===== config.mk =====
export PLATFORM = sky130hd
export DESIGN_NAME = rxdet_term_ctrl
export DESIGN_NICKNAME = d
export VERILOG_FILES = /design/src/rtl/rxdet_pkg.sv /design/src/rtl/rxdet_start_qual.sv /design/src/rtl/rxdet_group_seq.sv /design/src/rtl/rxdet_en_monitor.sv /design/src/rtl/rxdet_term_ctrl.sv
export SDC_FILE = /design/constraint.sdc
export NUM_CORES = 1
export LEC_CHECK = 0
export ABC_AREA = 1
export BUFFER_PORTS_ARGS = -buffer_cell sky130_fd_sc_hd__buf_2
export CORE_MARGIN = 1
export CORE_UTILIZATION = 40
export CTS_CLUSTER_SIZE = 25
export DETAILED_ROUTE_END_ITERATION = 12
export HOLD_SLACK_MARGIN = 0.08
export PLACE_DENSITY = 0.58
export SLEW_MARGIN = 10
export SYNTH_ARGS = -nofsm -noshare
export SYNTH_HDL_FRONTEND = slang
export SYNTH_SLANG_ARGS = --single-unit

===== constraint.sdc =====
create_clock -name clk -period 1.78 [get_ports clk]
set_input_delay 0.089 -clock clk [delete_from_list [all_inputs] [get_ports clk]]
set_output_delay 0.089 -clock clk [all_outputs]
set_load 0.03 [all_outputs]

===== src/rtl/rxdet_pkg.sv =====
package rxdet_pkg;

    typedef enum logic [2:0] {
        GS_HOLD    = 3'd0,
        GS_RAMP_UP = 3'd1,
        GS_RAMP_DN = 3'd2,
        GS_LINKED  = 3'd3,
        GS_NOLINK  = 3'd4
    } grp_state_e;

    typedef enum logic [1:0] {
        CM_RAIL   = 2'd0,
        CM_UP     = 2'd1,
        CM_DOWN   = 2'd2,
        CM_ACTIVE = 2'd3
    } cm_mode_e;

    typedef struct packed {
        logic     rx50;
        logic     tx50;
        logic     squelch;
        cm_mode_e cm;
    } lane_ctl_t;

    // Round a duration in ns up to whole cycles, never below one.
    function automatic int ns_to_cyc(input int ns, input int clk_hz);
        longint prod;
        longint cyc;
        prod = longint'(ns) * longint'(clk_hz / 1000);
        cyc  = (prod + 64'd999_999) / 64'd1_000_000;
        if (cyc < 1) cyc = 1;
        return int'(cyc);
    endfunction

    function automatic lane_ctl_t lane_decode(input logic pwr_en,
                                              input logic det_rst_n,
                                              input grp_state_e st);
        lane_ctl_t c;
        c = '{rx50: 1'b0, tx50: 1'b0, squelch: 1'b1, cm: CM_RAIL};
        if (pwr_en && det_rst_n) begin
            unique case (st)
                GS_RAMP_UP: c.cm = CM_UP;
                GS_RAMP_DN: c.cm = CM_DOWN;
                GS_LINKED:  c = '{rx50: 1'b1, tx50: 1'b1, squelch: 1'b0, cm: CM_ACTIVE};
                default:    c.cm = CM_RAIL;
            endcase
        end
        return c;
    endfunction

endpackage


===== src/rtl/rxdet_start_qual.sv =====
module rxdet_start_qual #(
    parameter int LOW_MIN_CYC = 10
) (
    input  logic clk,
    input  logic rst_n,
    input  logic pwr_en,
    input  logic det_rst_n,
    output logic start_o
);
    localparam int LW = $clog2(LOW_MIN_CYC + 1);
    localparam logic [LW-1:0] LOW_MIN = LW'(LOW_MIN_CYC);

    typedef struct packed {
        logic          prev;
        logic [LW-1:0] low_cnt;
        logic          start;
    } qual_t;

    qual_t q, d;

    always_comb begin
        d       = q;
        d.prev  = det_rst_n;
        d.start = pwr_en && det_rst_n && !q.prev && (q.low_cnt >= LOW_MIN);
        if (!pwr_en || det_rst_n) begin
            d.low_cnt = '0;
        end else if (q.low_cnt != LOW_MIN) begin
            d.low_cnt = q.low_cnt + 1'b1;
        end
    end

    always_ff @(posedge clk or negedge rst_n) begin
        if (!rst_n) begin
            q <= '{prev: 1'b1, low_cnt: '0, start: 1'b0};
        end else begin
            q <= d;
        end
    end

    assign start_o = q.start;
endmodule


===== src/rtl/rxdet_group_seq.sv =====
module rxdet_group_seq
    import rxdet_pkg::*;
#(
    parameter int LPG     = 2,
    parameter int UP_CYC  = 40000,
    parameter int DN_CYC  = 75
) (
    input  logic           clk,
    input  logic           rst_n,
    input  logic           pwr_en,
    input  logic           det_rst_n,
    input  logic           det_en,
    input  logic           start,
    input  logic [LPG-1:0] sense,
    output grp_state_e     state_o,
    output logic [LPG-1:0] found_o
);
    localparam int MAXC = (UP_CYC > DN_CYC) ? UP_CYC : DN_CYC;
    localparam int CW   = $clog2(MAXC + 1);
    localparam logic [CW-1:0] UP_LOAD = CW'(UP_CYC - 1);
    localparam logic [CW-1:0] DN_LOAD = CW'(DN_CYC - 1);

    typedef struct packed {
        grp_state_e     st;
        logic [CW-1:0]  cnt;
        logic [LPG-1:0] hit;
        logic [LPG-1:0] found;
    } seq_t;

    seq_t q, d;
    logic [LPG-1:0] hit_nx;

    always_comb begin
        d      = q;
        hit_nx = q.hit | sense;
        if (!pwr_en || !det_rst_n) begin
            d.st    = GS_HOLD;
            d.cnt   = '0;
            d.hit   = '0;
            d.found = '0;
        end else begin
            unique case (q.st)
                GS_HOLD: begin
                    if (!det_en) begin
                        d.st = GS_LINKED;
                    end else if (start) begin
                        d.st  = GS_RAMP_UP;
                        d.cnt = UP_LOAD;
                        d.hit = '0;
                    end
                end
                GS_RAMP_UP: begin
                    d.hit = hit_nx;
                    if (q.cnt == '0) begin
                        d.st  = GS_RAMP_DN;
                        d.cnt = DN_LOAD;
                    end else begin
                        d.cnt = q.cnt - 1'b1;
                    end
                end
                GS_RAMP_DN: begin
                    d.hit = hit_nx;
                    if (q.cnt == '0) begin
                        d.found = hit_nx;
                        d.st    = (|hit_nx) ? GS_LINKED : GS_NOLINK;
                    end else begin
                        d.cnt = q.cnt - 1'b1;
                    end
                end
                default: begin
                end
            endcase
        end
    end

    always_ff @(posedge clk or negedge rst_n) begin
        if (!rst_n) begin
            q <= '{st: GS_HOLD, cnt: '0, hit: '0, found: '0};
        end else begin
            q <= d;
        end
    end

    assign state_o = q.st;
    assign found_o = q.found;
endmodule


===== src/rtl/rxdet_en_monitor.sv =====
module rxdet_en_monitor #(
    parameter int SETUP_CYC = 10,
    parameter int HOLD_CYC  = 100000
) (
    input  logic clk,
    input  logic rst_n,
    input  logic pwr_en,
    input  logic det_rst_n,
    input  logic det_en,
    input  logic start,
    output logic viol_o
);
    localparam int SW = $clog2(SETUP_CYC + 1);
    localparam int HW = $clog2(HOLD_CYC + 1);
    localparam logic [SW-1:0] SETUP_MIN = SW'(SETUP_CYC);
    localparam logic [HW-1:0] HOLD_LOAD = HW'(HOLD_CYC);

    typedef struct packed {
        logic [SW-1:0] hi_cnt;
        logic [HW-1:0] win;
        logic          viol;
    } mon_t;

    mon_t q, d;

    always_comb begin
        d = q;
        if (!det_en) begin
            d.hi_cnt = '0;
        end else if (q.hi_cnt != SETUP_MIN) begin
            d.hi_cnt = q.hi_cnt + 1'b1;
        end

        if (!pwr_en) begin
            d = '0;
        end else if (!det_rst_n) begin
            d.win  = '0;
            d.viol = 1'b0;
        end else if (start && det_en) begin
            if (q.hi_cnt < SETUP_MIN) d.viol = 1'b1;
            d.win = HOLD_LOAD;
        end else if (q.win != '0) begin
            if (!det_en) begin
                d.viol = 1'b1;
                d.win  = '0;
            end else begin
                d.win = q.win - 1'b1;
            end
        end
    end

    always_ff @(posedge clk or negedge rst_n) begin
        if (!rst_n) begin
            q <= '0;
        end else begin
            q <= d;
        end
    end

    assign viol_o = q.viol;
endmodule


===== src/rtl/rxdet_term_ctrl.sv =====
module rxdet_term_ctrl
    import rxdet_pkg::*;
#(
    parameter int CLK_HZ      = 50_000_000,
    parameter int RST_MIN_NS  = 200,
    parameter int EN_SETUP_NS = 200,
    parameter int EN_HOLD_NS  = 2_000_000,
    parameter int RAMP_UP_NS  = 800_000,
    parameter int RAMP_DN_NS  = 1_500,
    parameter int NGRP        = 2,
    parameter int LPG         = 2,
    localparam int NLANE      = NGRP * LPG
) (
    input  logic               clk,
    input  logic               rst_n,
    input  logic               pwr_en,
    input  logic               det_rst_n,
    input  logic [NGRP-1:0]    grp_det_en,
    input  logic [NLANE-1:0]   lane_sense,
    output logic [NLANE-1:0]   rx_term_on,
    output logic [NLANE-1:0]   tx_term_low,
    output logic [NLANE-1:0]   tx_squelch,
    output logic [2*NLANE-1:0] cm_mode,
    output logic [NLANE-1:0]   det_found,
    output logic [NGRP-1:0]    en_viol
);
    localparam int RST_MIN_CYC  = ns_to_cyc(RST_MIN_NS, CLK_HZ);
    localparam int EN_SETUP_CYC = ns_to_cyc(EN_SETUP_NS, CLK_HZ);
    localparam int EN_HOLD_CYC  = ns_to_cyc(EN_HOLD_NS, CLK_HZ);
    localparam int RAMP_UP_CYC  = ns_to_cyc(RAMP_UP_NS, CLK_HZ);
    localparam int RAMP_DN_CYC  = ns_to_cyc(RAMP_DN_NS, CLK_HZ);

    logic       start;
    grp_state_e grp_state [NGRP];

    rxdet_start_qual #(
        .LOW_MIN_CYC(RST_MIN_CYC)
    ) u_qual (
        .clk       (clk),
        .rst_n     (rst_n),
        .pwr_en    (pwr_en),
        .det_rst_n (det_rst_n),
        .start_o   (start)
    );

    for (genvar g = 0; g < NGRP; g++) begin : g_grp
        rxdet_group_seq #(
            .LPG    (LPG),
            .UP_CYC (RAMP_UP_CYC),
            .DN_CYC (RAMP_DN_CYC)
        ) u_seq (
            .clk       (clk),
            .rst_n     (rst_n),
            .pwr_en    (pwr_en),
            .det_rst_n (det_rst_n),
            .det_en    (grp_det_en[g]),
            .start     (start),
            .sense     (lane_sense[g*LPG +: LPG]),
            .state_o   (grp_state[g]),
            .found_o   (det_found[g*LPG +: LPG])
        );

        rxdet_en_monitor #(
            .SETUP_CYC (EN_SETUP_CYC),
            .HOLD_CYC  (EN_HOLD_CYC)
        ) u_mon (
            .clk       (clk),
            .rst_n     (rst_n),
            .pwr_en    (pwr_en),
            .det_rst_n (det_rst_n),
            .det_en    (grp_det_en[g]),
            .start     (start),
            .viol_o    (en_viol[g])
        );

        for (genvar l = 0; l < LPG; l++) begin : g_lane
            lane_ctl_t ctl;
            assign ctl = lane_decode(pwr_en, det_rst_n, grp_state[g]);
            assign rx_term_on[g*LPG + l]        = ctl.rx50;
            assign tx_term_low[g*LPG + l]       = ctl.tx50;
            assign tx_squelch[g*LPG + l]        = ctl.squelch;
            assign cm_mode[2*(g*LPG + l) +: 2]  = ctl.cm;
        end
    end
endmodule


== Word level (Yosys, flattened, before mapping) ==
Index checks and enable logic that the tools add are counted.

* Add/subtract/negate cells: 7
* Mux-type cells: 51
* $lt $le $gt $ge: 3
* Eq/ne operators: 29
* Reduce and logical (&&, ||, !) cells: 35
* Bitwise logic cells: 2

{| class="wikitable"
|+ Operator list
! kind !! count
|-
| $mux W18 || 10
|-
| $pmux W21 S3 || 2
|-
| $mux W16 || 4
|-
| $mux W23 || 2
|-
| $mux W17 || 2
|-
| $reduce_bool A17 Y1 || 2
|-
| $sub A17 B1 Y17 const B || 2
|-
| $logic_not A16 Y1 || 2
|-
| $mux W4 || 8
|-
| $sub A16 B1 Y16 const B || 2
|-
| $mux W3 || 10
|-
| $ne A4 B4 Y1 const B || 6
|-
| $mux W21 || 1
|-
| $ne A3 B2 Y1 const B || 7
|-
| $reduce_and A4 Y1 || 4
|-
| $add A4 B1 Y4 const B || 3
|-
| $eq A3 B2 Y1 const B || 4
|-
| $ne A4 B3 Y1 const B || 3
|-
| $pmux W2 S3 || 2
|-
| $reduce_and A3 Y1 || 4
|-
| $mux W5 || 2
|-
| $reduce_bool A2 Y1 || 5
|-
| $ne A3 B3 Y1 const B || 3
|-
| $lt A4 B4 Y1 const B || 2
|-
| other kinds (14) || 35
|}

* Logic and storage cells: 144
* Input port bits: 10
* Output and inout port bits: 26
* Register bits: 96

== Longest topological paths before layout ==
* Word-level depth: 6
* Depth in mapped cells: 12
* Depth with buffers taken out: 12

== Hierarchy ==
From an unflattened synthesis, not the netlist that was laid out.

* Cell total of the unflattened synthesis: 861
* Area total of the unflattened synthesis: 6299.8 µm²

{| class="wikitable"
|+ By module, submodules not included
! module !! instances !! seq. area each (µm²) !! cells an instance !! area an instance (µm²)
|-
| rxdet_group_seq || 2 || 575.6 || 237 || 1661.6
|-
| rxdet_en_monitor (g_grp[0].u_mon) || 1 || 550.5 || 161 || 1262.5
|-
| rxdet_en_monitor (g_grp[1].u_mon) || 1 || 550.5 || 159 || 1243.7
|-
| rxdet_start_qual || 1 || 151.4 || 34 || 296.5
|-
| rxdet_term_ctrl || 1 || 0.0 || 33 || 173.9
|}

== Worst setup path after synthesis ==
Ideal clock, no wire load.

* Path kind: register -> output
* From: reg g_grp[0].u_seq.q, in the netlist g_grp[0].u_seq.state_o[2]
* To: out rx_term_on[1]
* Setup slack: -598 ps
* Data required time: 1691 ps
* Path buffers: 1
* Arrival: 2289 ps
* Cell stages (with the launch flop): 5
* Cell sequence: dfrtp_1 > nor3_1 > nand2_1 > inv_1 > buf_4

* Longest elaborated chain between the ends: 3

{| class="wikitable"
|+ RTL lines
! item !! RTL line !! text
|-
| start, declared || rxdet_group_seq.sv:30 || <nowiki>seq_t q, d;</nowiki>
|-
| start signal, assigned || rxdet_group_seq.sv:78 || <nowiki>q <= '{st: GS_HOLD, cnt: '0, hit: '0, found: '0};</nowiki>
|-
| $eq A3 B2 Y1 || - ||
|-
| $mux W3 || - ||
|-
| $mux W5 || - ||
|-
| end, declared || rxdet_term_ctrl.sv:20 || <nowiki>output logic [NLANE-1:0] rx_term_on,</nowiki>
|}

Every way passes these cells.

== Worst setup path after layout ==
* From: reg g_grp[0].u_seq.q, in the netlist g_grp[0].u_seq.state_o[2]
* To: out cm_mode[0]

* Longest elaborated chain between the ends: 3
* Elaborated cells on any way between the ends: 5
* Classes of those cells: 3 x eq/ne; 2 x mux

{| class="wikitable"
|+ RTL lines
! item !! RTL line !! text
|-
| $eq A3 B2 Y1 or $eq A3 B1 Y1 (tied branches) || rxdet_pkg.sv:41 || <nowiki>unique case (st)</nowiki>
|-
| $pmux W2 S3 (*) || rxdet_pkg.sv:41 ||
|-
| $mux W5 (*) || rxdet_pkg.sv:40 || <nowiki>if (pwr_en && det_rst_n) begin</nowiki>
|-
| end, declared || rxdet_term_ctrl.sv:23 || <nowiki>output logic [2*NLANE-1:0] cm_mode,</nowiki>
|}

Mark *: on every way between the ends. The rest lies on a longest branch, timed or not.

==> run_results.csv <==
group,metric,value,unit
status,status,"finished clean",
logic_synthesis,syn_nets,865,
critical_path,crit_buf_inv,2,
grt,grt_max_degree,41,
detailed_routing,vias_per_cell,4.82,
critical_path,crit_path_start_kind,"register",
logic_synthesis,synth_cells,841,
placement,place.gp.congestion,0.834,
clock_tree,htreeDepth,3,
sta,fmax,0.591,GHz
final_layout,final_nets,940,
grt,antenna_found_initial,0,
critical_path,critPathKind,"register to primary output",
sta,hold_violations,0,
pwr,pwr_density_cell,1340,nW/µm²
clock_tree,cts.sinks,96,
logic_synthesis,yosys_warnings,0,
die,io_pins,36,
sta,setup_viol,0,
critical_path,crit_slowest_cell,"nor3_1",
grt,grt_overflow,0,
pwr,p_leak,3.76,nW
sta,max_slew_margin,67.5,%
critical_path,path_cells,"buf_4, nor3_1, buf_2",
logic_synthesis,yosysSeqAreaShare,40.4,%
logic_synthesis,synth.avg_cell_area,7.08,µm²
die,die_area,15400,µm²
logic_synthesis,yosysUniqueCellTypes,42,
pwr,ir_worst_vdd,1.14,mV
logic_synthesis,synthTopCellsByArea,"dfrtp_1, nand2_1, nor2_1",
critical_path,crit_family,"buffers and inverters",
placement,post-dp-hpwl,10300,µm
placement,io_buffers,35,
detailed_routing,drt_iter0_drc,296,
placement,place_inst,1077,
sta,tightest_slew,0.484,ns
final_layout,stdcell_area,7050,µm²
final_layout,drive_gt1_share,15.0,%
pwr,power.total,9.43,mW
critical_path,max_stage_delay,0.43,ns
logic_synthesis,ys.flop_type,"dfrtp_1",
final_layout,antenna_cells,0,
detailed_routing,vias,5325,
logic_synthesis,ys_ff_latch,96,
critical_path,required,1.69,ns
logic_synthesis,yosys.area.top_type_share,39.9,%
logic_synthesis,synth_edf_count,0,
placement,place_area,6550,µm²
die,start_util,40.9,%
clock_tree,worstSkewPairLatency,0.35,ns
die,row_count,44,
sta,min_period,1.69,ns
logic_synthesis,yosysTopAreaCell,"dfrtp_1",
final_layout,instances_no_fill,1105,
clock_tree,cts_buffers,9,
critical_path,end_kind,"primary output",
detailed_routing,drt_pre_antenna_iters,4,
grt,grt_pass1_wl,23900,µm
detailed_routing,routed_wl,13900,µm
detailed_routing,ant_nets,0,
die,dieHeight,124,µm
logic_synthesis,netlist_area,5950,µm²
detailed_routing,routedWlPerCell,12.6,µm
grt,grt_usage,20.0,%
final_layout,syn2layout_area_growth,18.5,%
sta,slew_viol_final,0,
final_layout,utilization,48.5,%
logic_synthesis,postSynth.asyncResetShare,100,%
critical_path,cp_max_fo,4,
clock_tree,path_clk_slew,0.07,ns
die,core_area,14500,µm²
die,die_x,124,µm
critical_path,critPathArrivalTime,1.60,ns
job,drv_cap,0,
clock_tree,cts_tree,"built",
sta,clock-skew-final,0.00752,ns
sta,finalCritPeriodShare,95.1,%
detailed_routing,drc,0,
clock_tree,max-clock-path-buffers,2,
min_path,hp-class,"primary input to register",
clock_tree,clk_root_buffer_cell,"clkbuf_16",
grt,grt_pass1_vias,5088,
per-stage QoR:
step / setup TNS, ns / setup WS [ns] / hold slack, ns
global route: -0.0293 / -0.00619 / 0.114
finish: 0 / 0.0878 / 0.105
CTS: 0 / 0.0000191 / 0.101
global placement: -0.308 / -0.0404 / 0.0196
floorplan: 0 / 0.0980 / -0.207
detailed placement: -0.737 / -0.0923 / 0.0164
flip-flops by register name (all words and copies together), names as in the netlist:
signal               flops
g_grp.u_seq.state_o      6
u_qual.q                 5
g_grp.u_seq.found_o      4
g_grp.u_seq.q           36
g_grp.u_mon.q           42
u_qual.start_o           1
g_grp.u_mon.viol_o       2
synth_stat cells (2+ instances only):
master    number
a21oi_1       32
buf_2          2
buf_4         20
buf_6          3
clkbuf_1       3
dfrtp_1       95
ha_1          14
inv_1         98
nand2_1      254
nand2_2        2
nand3_1       55
nand3_2        4
nand3b_1       7
nand4_1        9
nor2_1       131
nor2_2         2
nor2_4         3
nor3_1        16
o211ai_1       4
o21ai_0       39
o22ai_1        3
o31ai_1        3
xnor2_1        9
xor2_1        15
cell type report:
| type | instances | area, µm² |
|---|---|---|
| Multi-Input combinational cell | 619 | 3060 |
| Clock inverter | 4 | 77.6 |
| Timing Repair Buffer | 91 | 656 |
| Inverter | 99 | 373 |
| Tap cell | 184 | 230 |
| Sequential cell | 96 | 2400 |
| Clock buffer | 12 | 246 |
| Fill cell | 1502 | 7480 |
worst min-delay path, stage by stage:
cell	delay (ns)
buf_2	0.15
nand4_1	0.10
o21ai_0	0.07
logic make-up (layout without fill, tap and decap cells):
family / count (synthesis) / after routing / synth area share, %
AO/OA/AOI/OAI: 87 / 87 / 8.03
AND/OR/NAND/NOR: 493 / 494 / 35.4
adder cells (fa/ha/maj): 14 / 14 / 2.94
buffers and inverters: 127 / 206 / 9.71
XOR/XNOR: 24 / 24 / 3.53
flip-flops: 96 / 96 / 40.4
cell usage in the layout (no fill, tap or decap), types with 2 or more instances in the layout:
| master | n |
|---|---|
| buf_2 | 33 |
| o21ai_0 | 38 |
| nand2_2 | 4 |
| xor2_1 | 15 |
| clkinv_4 | 2 |
| nand2_4 | 2 |
| nand3b_1 | 7 |
| nand3_4 | 2 |
| o22ai_1 | 3 |
| nor2_2 | 10 |
| ha_1 | 14 |
| o31ai_1 | 3 |
| dlygate4sd3_1 | 7 |
| nand2_1 | 251 |
| clkbuf_16 | 9 |
| bufinv_16 | 2 |
| nor2_1 | 120 |
| a21oi_1 | 32 |
| clkbuf_1 | 2 |
| buf_12 | 3 |
| dfrtp_1 | 95 |
| inv_2 | 3 |
| nor3_1 | 15 |
| o211ai_1 | 4 |
| inv_1 | 95 |
| nor2_4 | 7 |
| nand4_1 | 9 |
| nand3_2 | 4 |
| xnor2_1 | 9 |
| nand3_1 | 54 |
| buf_4 | 47 |
what timing repair did:
action / CTS / global route
hold buffers: 7 / 0
endpoints found under the hold margin: 106 / 0
setup endpoints to repair: 19 / 46
buffers inserted: 0 / 4
gates cloned: 0 / 1
resized for setup: 5 / 19
pin swaps: 0 / 6
power by group:
group / internal, mW / switching [mW] / leakage, nW / total, mW
clock: 1.28 / 0.873 / 0.157 / 2.15
combinational: 1.69 / 2.75 / 2.30 / 4.44
sequential: 2.52 / 0.321 / 1.30 / 2.84
metal layers:
metal  track usage [%]  share of wire [%]  routed length (µm)
met1              26.7                 49                6860
met2              33.1                 47                6490
met3              4.12                3.1                 437
met4              5.06                1.1                 159
met5                 0                  0                   0
worst paths after layout:
check / startpoint / to / slack, ns / cells past startpoint
min in group asynchronous: rst_n / u_qual.q[4] / 0.18 / 2
max reg2reg: g_grp[0].u_seq.q[4] / g_grp[0].u_seq.q[16] / 0.12 / 10
min reg2reg: g_grp[1].u_seq.q[2] / g_grp[1].u_seq.q[2] / 0.49 / 2
max: g_grp[0].u_seq.state_o[2] / cm_mode[0] / 0.09 / 3
min: grp_det_en[1] / g_grp[1].u_mon.q[18] / 0.10 / 3
max in group asynchronous: rst_n / g_grp[0].u_seq.q[8] / 1.07 / 3
(Power assumes the default switching activity.)
